`config.mk`:
```
export PLATFORM = sky130hd
export DESIGN_NAME = sertx_top
export DESIGN_NICKNAME = d
export VERILOG_FILES = /design/src/rtl/sertx_pkg.sv /design/src/rtl/sertx_holdreg.sv /design/src/rtl/sertx_shifter.sv /design/src/rtl/sertx_ctrl.sv /design/src/rtl/sertx_top.sv
export SDC_FILE = /design/constraint.sdc
export NUM_CORES = 1
export LEC_CHECK = 0
export BUFFER_PORTS_ARGS = -buffer_cell sky130_fd_sc_hd__buf_4
export CAP_MARGIN = 20
export CORE_UTILIZATION = 62
export DETAILED_ROUTE_END_ITERATION = 8
export GPL_TIMING_DRIVEN = 0
export PLACE_DENSITY = 0.84
export SLEW_MARGIN = 20
export SYNTH_ARGS = -nofsm -noshare
export SYNTH_HDL_FRONTEND = slang
export SYNTH_SLANG_ARGS = --single-unit
```
`constraint.sdc`:
```
create_clock -name clk -period 3.35 [get_ports clk]
set_input_delay 0.1675 -clock clk [delete_from_list [all_inputs] [get_ports clk]]
set_output_delay 0.1675 -clock clk [all_outputs]
set_load 0.01 [all_outputs]
```
`src/rtl/sertx_pkg.sv`:
```
package sertx_pkg;

    typedef enum logic [2:0] {
        S_OFF,
        S_WAIT,
        S_IDLE,
        S_FRAME,
        S_BREAK,
        S_MARK
    } tx_state_t;

endpackage

```
`src/rtl/sertx_holdreg.sv`:
```
module sertx_holdreg #(
    parameter int DW = 8
) (
    input  logic          clk,
    input  logic          rst_n,
    input  logic          wr_en,
    input  logic [DW-1:0] wr_data,
    input  logic          take,
    output logic [DW-1:0] data,
    output logic          empty
);

    always_ff @(posedge clk or negedge rst_n) begin
        if (!rst_n) begin
            data  <= '0;
            empty <= 1'b1;
        end else if (wr_en) begin
            data  <= wr_data;
            empty <= 1'b0;
        end else if (take) begin
            empty <= 1'b1;
        end
    end

endmodule

```
`src/rtl/sertx_shifter.sv`:
```
module sertx_shifter #(
    parameter int SW = 11,
    parameter int CW = 4
) (
    input  logic          clk,
    input  logic          rst_n,
    input  logic          tick,
    input  logic          ld,
    input  logic [SW-1:0] ld_word,
    input  logic [CW-1:0] ld_cnt,
    output logic          txd,
    output logic          last
);

    logic [SW-1:0] sh_q;
    logic [CW-1:0] cnt_q;

    always_ff @(posedge clk or negedge rst_n) begin
        if (!rst_n) begin
            sh_q  <= '1;
            cnt_q <= '0;
        end else if (ld) begin
            sh_q  <= ld_word;
            cnt_q <= ld_cnt;
        end else if (tick && (cnt_q != '0)) begin
            sh_q  <= {1'b1, sh_q[SW-1:1]};
            cnt_q <= cnt_q - 1'b1;
        end
    end

    always_comb begin
        txd  = sh_q[0];
        last = (cnt_q == '0);
    end

endmodule

```
`src/rtl/sertx_ctrl.sv`:
```
module sertx_ctrl
    import sertx_pkg::*;
#(
    parameter int DW = 8,
    parameter int SW = DW + 3,
    parameter int CW = $clog2(SW + 1)
) (
    input  logic          clk,
    input  logic          rst_n,
    input  logic          tick,
    input  logic          te,
    input  logic          sbk,
    input  logic          fmt9,
    input  logic          bit9,
    input  logic          empty,
    input  logic          last,
    input  logic [DW-1:0] data,
    output logic          ld,
    output logic [SW-1:0] ld_word,
    output logic [CW-1:0] ld_cnt,
    output logic          take,
    output tx_state_t     state
);

    localparam logic [CW-1:0] SPAN_SHORT = CW'(DW + 1);
    localparam logic [CW-1:0] SPAN_LONG  = CW'(DW + 2);

    tx_state_t     state_q;
    tx_state_t     nxt;
    logic          pend_q;
    logic          decide;
    logic [CW-1:0] span;

    assign decide = tick && ((state_q == S_OFF) || (state_q == S_WAIT) || last);
    assign span   = fmt9 ? SPAN_LONG : SPAN_SHORT;
    assign state  = state_q;

    // state register
    always_ff @(posedge clk or negedge rst_n) begin
        if (!rst_n) begin
            state_q <= S_OFF;
        end else begin
            state_q <= nxt;
        end
    end

    // break request memory: raised by sbk outside a block, dropped when served
    always_ff @(posedge clk or negedge rst_n) begin
        if (!rst_n) begin
            pend_q <= 1'b0;
        end else if (decide && (nxt == S_BREAK)) begin
            pend_q <= 1'b0;
        end else if (state_q == S_OFF) begin
            pend_q <= 1'b0;
        end else if (sbk && (state_q != S_BREAK)) begin
            pend_q <= 1'b1;
        end
    end

    // next state
    always_comb begin
        nxt = state_q;
        if (decide) begin
            unique case (state_q)
                S_OFF: begin
                    nxt = te ? S_IDLE : S_OFF;
                end
                S_BREAK: begin
                    nxt = (sbk && te) ? S_BREAK : S_MARK;
                end
                S_WAIT, S_IDLE, S_FRAME, S_MARK: begin
                    if (!te) begin
                        nxt = S_OFF;
                    end else if (pend_q) begin
                        nxt = S_BREAK;
                    end else if (!empty) begin
                        nxt = S_FRAME;
                    end else begin
                        nxt = S_WAIT;
                    end
                end
                default: nxt = S_OFF;
            endcase
        end
    end

    // outputs: what to load into the shifter on a boundary
    always_comb begin
        ld      = decide;
        take    = decide && (nxt == S_FRAME);
        ld_word = '1;
        ld_cnt  = '0;
        unique case (nxt)
            S_FRAME: begin
                ld_word = fmt9 ? {1'b1, bit9, data, 1'b0} : {2'b11, data, 1'b0};
                ld_cnt  = span;
            end
            S_BREAK: begin
                ld_word = '0;
                ld_cnt  = span;
            end
            S_IDLE: begin
                ld_word = '1;
                ld_cnt  = span;
            end
            default: begin
                ld_word = '1;
                ld_cnt  = '0;
            end
        endcase
    end

endmodule

```
`src/rtl/sertx_top.sv`:
```
module sertx_top
    import sertx_pkg::*;
#(
    parameter int DATA_W = 8
) (
    input  logic              clk,
    input  logic              rst_n,
    input  logic              tick,
    input  logic              te,
    input  logic              sbk,
    input  logic              fmt9,
    input  logic              bit9,
    input  logic              wr_en,
    input  logic [DATA_W-1:0] wr_data,
    output logic              txd,
    output logic              tdre
);

    localparam int SH_W  = DATA_W + 3;
    localparam int CNT_W = $clog2(SH_W + 1);

    logic [DATA_W-1:0] hold_w;
    logic              empty_w;
    logic              take_w;
    logic              ld_w;
    logic [SH_W-1:0]   word_w;
    logic [CNT_W-1:0]  cnt_w;
    logic              last_w;
    tx_state_t         state_w;

    sertx_holdreg #(.DW(DATA_W)) u_hold (
        .clk     (clk),
        .rst_n   (rst_n),
        .wr_en   (wr_en),
        .wr_data (wr_data),
        .take    (take_w),
        .data    (hold_w),
        .empty   (empty_w)
    );

    sertx_ctrl #(.DW(DATA_W), .SW(SH_W), .CW(CNT_W)) u_ctrl (
        .clk     (clk),
        .rst_n   (rst_n),
        .tick    (tick),
        .te      (te),
        .sbk     (sbk),
        .fmt9    (fmt9),
        .bit9    (bit9),
        .empty   (empty_w),
        .last    (last_w),
        .data    (hold_w),
        .ld      (ld_w),
        .ld_word (word_w),
        .ld_cnt  (cnt_w),
        .take    (take_w),
        .state   (state_w)
    );

    sertx_shifter #(.SW(SH_W), .CW(CNT_W)) u_shift (
        .clk     (clk),
        .rst_n   (rst_n),
        .tick    (tick),
        .ld      (ld_w),
        .ld_word (word_w),
        .ld_cnt  (cnt_w),
        .txd     (txd),
        .last    (last_w)
    );

    assign tdre = empty_w;

endmodule

```
==> metrics.md <==
| Metric | Value |
|---|---|
| Initial antenna violation count | `0` |
| Register area share after synthesis | `45.04%` |
| Sequence of cells on the critical path | `inv_1, ha_1, or3b_4, a21oi_4, nand3_4, a221oi_1` |
| Area leader, netlist | `dfrtp_1` |
| Largest net degree at the start of global routing | `29` |
| Min Hold Slack | `0.04750 ns` |
| Worst VDD drop | `661.8 uV` |
| Port Buf Inserts | `16` |
| Worst hold path type | `in -> reg` |
| Synth Register Bits | `28` |
| Share of flip-flops with an asynchronous set or reset | `100.0%` |
| Final core occ | `77.93%` |
| Crit path DAT | `2.25 ns` |
| Max FO, Critical Path | `8` |
| Syn Area/Cell | `9.572 um2` |
| Max-Cap Viols | `0` |
| Total Wirelength | `3.784 mm` |
| Gr usage total | `31.08%` |
| Critical Path End Type | `register` |
| # setup viols final | `0` |
| Die Width | `52.63 um` |
| Data required time of the worst path | `3.60 ns` |
| Crit path largest cell delay | `0.42 ns` |
| Top FF cell, synth | `dfrtp_1` |
| Total grt overflow | `0` |
| Skew final | `0.002995 ns` |
| Clock latency on the worst-skew pair | `0.34 ns` |
| RSZ-0062 raised after global routing | `false` |
| Std-Cell Rows | `17` |
| Mapped Nets | `184` |
| Gp weighted congestion | `0.9079` |
| Worst Max-Slew Pin Slew | `0.5278 ns` |
| CTS root buffer | `clkbuf_4` |
| Crit Path Class | `reg -> reg` |
| Post-route cell area | `1807 um2` |
| Fill cells | `174` |
| P per Cell Area | `895.3 nW/um2` |
| Outcome | `complete, no violations` |
| Synth Warn # | `0` |
| Vias in the first global route | `1358` |
| Die Span Y | `52.63 um` |
| Final worst path period share | `59.88%` |
| CP top delay family | `compound AO/OA/AOI/OAI gates` |
| Diode count | `0` |
| Starting DRC count in detailed routing | `70` |
| EDFF count, synth | `0` |
| Register area | `715.7 um2` |
| Gr busiest metal | `met2` |
| Area contributors post-synth | `dfrtp_1 (25%), dfstp_2 (20%), mux2_2 (5.7%)` |
| Starting Density | `68.54%` |
| Vias | `1437` |
| Min Tclk post-route | `2.006 ns` |
| Global routing usage on met2 | `49.58%` |
| Vias/cell | `6.684` |
| Fin nets | `206` |
| Synth unique cells | `45` |
| Max-slew violations | `0` |
| Clk buf depth | `2` |
| Htree depth | `1` |
| Final setup TNS | `0 ns` |
| WP buf/inv | `1` |
| Top cell type's share of synthesized area | `25.20%` |
| Clock transition at path regs | `0.16 ns` |
| Avg WL per Cell | `17.60 um` |
| Leakage | `0.7438 nW` |
| Critical Path Start Type | `register` |
| Final total power | `1.618 mW` |
| DRT Pass-1 Iters | `4` |
| M1 GR Usage | `43.47%` |
| # DRC | `0` |
| CORE AREA | `2318 um2` |
| Met3 GRT Util | `3.478%` |
| Slew headroom | `64.81%` |
| Io pins | `18` |
| Synth Instances | `166` |
| Multi-input gate area | `795.8 um2` |
| DRT antenna net count | `0` |
| Area growth from synthesis to layout | `13.70%` |
| CTS Sinks | `28` |
| Cts bufs inserted | `3` |
| Final Hold Fails | `0` |
| HPWL after DPL | `2.610 mm` |
| Share of layout cells above drive strength 1 | `29.41%` |
| Synthesized area | `1589 um2` |
| F_max | `498.5 MHz` |
| CTS tree | `done` |
| First-pass GRT wire length | `6.175 mm` |
| Slowest CP cell | `or3b_4` |
| Placed inst area | `1744 um2` |
| Full die area | `2769 um2` |
through the flow:
step / worst slack (ns) / cells
final: 1.344 / 215
after global routing: 1.214 / 215
after CTS: 1.369 / 215
after detailed placement: 1.425 / 210
after global placement: 1.487 / 210
after floorplan: 1.656 / 166
state kept, by name (all words and copies together), names as in the netlist:
signal         count
u_ctrl.pend_q      1
u_hold.empty       1
u_shift.cnt_q      4
u_hold.data        8
u_ctrl.state       3
u_shift.sh_q      11
per-layer routing:
metal  vias to the layer above  part of all wire, %
met5                         -                    0
met4                         0                  1.1
met3                         9                  6.2
met2                        70                   47
met1                       697                   45
li1                        661                    -
timing repair:
action	CTS	global route
endpoints found under the hold margin	16	0
buffers inserted	0	0
hold buffers	1	0
resized for setup	0	0
cell usage after synthesis (2+ instances only):
library cell and number:
o211ai_1 2, a2bb2oi_1 2, ha_1 2, a221oi_1 7
a21oi_1 12, o21ai_0 8, o221ai_1 2, a211o_1 2
or2_2 2, nand2_1 17, clkbuf_1 4, nor2_1 12
nor3_1 4, inv_1 7, dfrtp_1 16, nand4_1 2
dfstp_2 12, nand3_1 3, mux2_2 8, nor4_1 7
or3_1 3, a22oi_1 2, a31oi_1 2, buf_2 5
nand2b_1 3
layout by cell type, fill, tap and decap left out, types with 3 or more instances in the layout:
cell type  netlist  layout
a21oi_1         12      12
a221oi_1         7       7
buf_2            5       5
buf_4            1      17
clkbuf_1         4       4
clkbuf_4         0       3
dfrtp_1         16      16
dfstp_2         12      12
inv_1            7       7
mux2_2           8       8
nand2_1         17      17
nand2b_1         3       3
nand3_1          3       3
nor2_1          12      12
nor3_1           4       4
nor4_1           7       7
o21ai_0          8       8
or3_1            3       3
kinds of logic after synthesis:
logic type | count (synthesis) | share of synthesized area (%)
compound gates | 50 | 22.60
fa+ha+maj | 2 | 1.575
buf+inv | 18 | 4.882
flops | 28 | 45.04
mux | 8 | 5.670
simple gates | 60 | 20.24
report_power, final:
| part | total [mW] | switching (mW) | internal, mW | leakage (nW) |
|---|---|---|---|---|
| combinational | 0.787 | 0.478 | 0.309 | 0.393 |
| clock | 0.227 | 0.106 | 0.121 | 0.0279 |
| sequential | 0.603 | 0.0972 | 0.506 | 0.323 |
| total | 1.62 | 0.682 | 0.936 | 0.744 |
path summary, 6_finish.rpt:
| path | start | to | slack (ns) | cells past startpoint |
|---|---|---|---|---|
| min in group asynchronous | rst_n | u_shift.cnt_q[2] | 0.27 | 2 |
| worst max-delay path | u_shift.cnt_q[0] | u_shift.sh_q[5] | 1.34 | 6 |
| worst min-delay path | wr_data[0] | u_hold.data[0] | 0.05 | 2 |
| max in group asynchronous | rst_n | u_shift.sh_q[4] | 2.78 | 2 |
| worst min register to register | u_hold.empty | u_hold.empty | 0.51 | 2 |
| worst max register to register | u_shift.cnt_q[0] | u_shift.sh_q[5] | 1.34 | 6 |
area by class of cell:
cell class,count,share of cell area (%)
Buffer,11,2.839
Clock buffer,3,1.247
Clock inverter,1,1.662
Sequential cell,28,39.61
Inverter,7,1.454
Tap cell,28,1.939
Multi-Input combinational cell,120,44.04
Timing Repair Buffer,17,7.202
No activity file was read; power rests on OpenSTA's default activity.
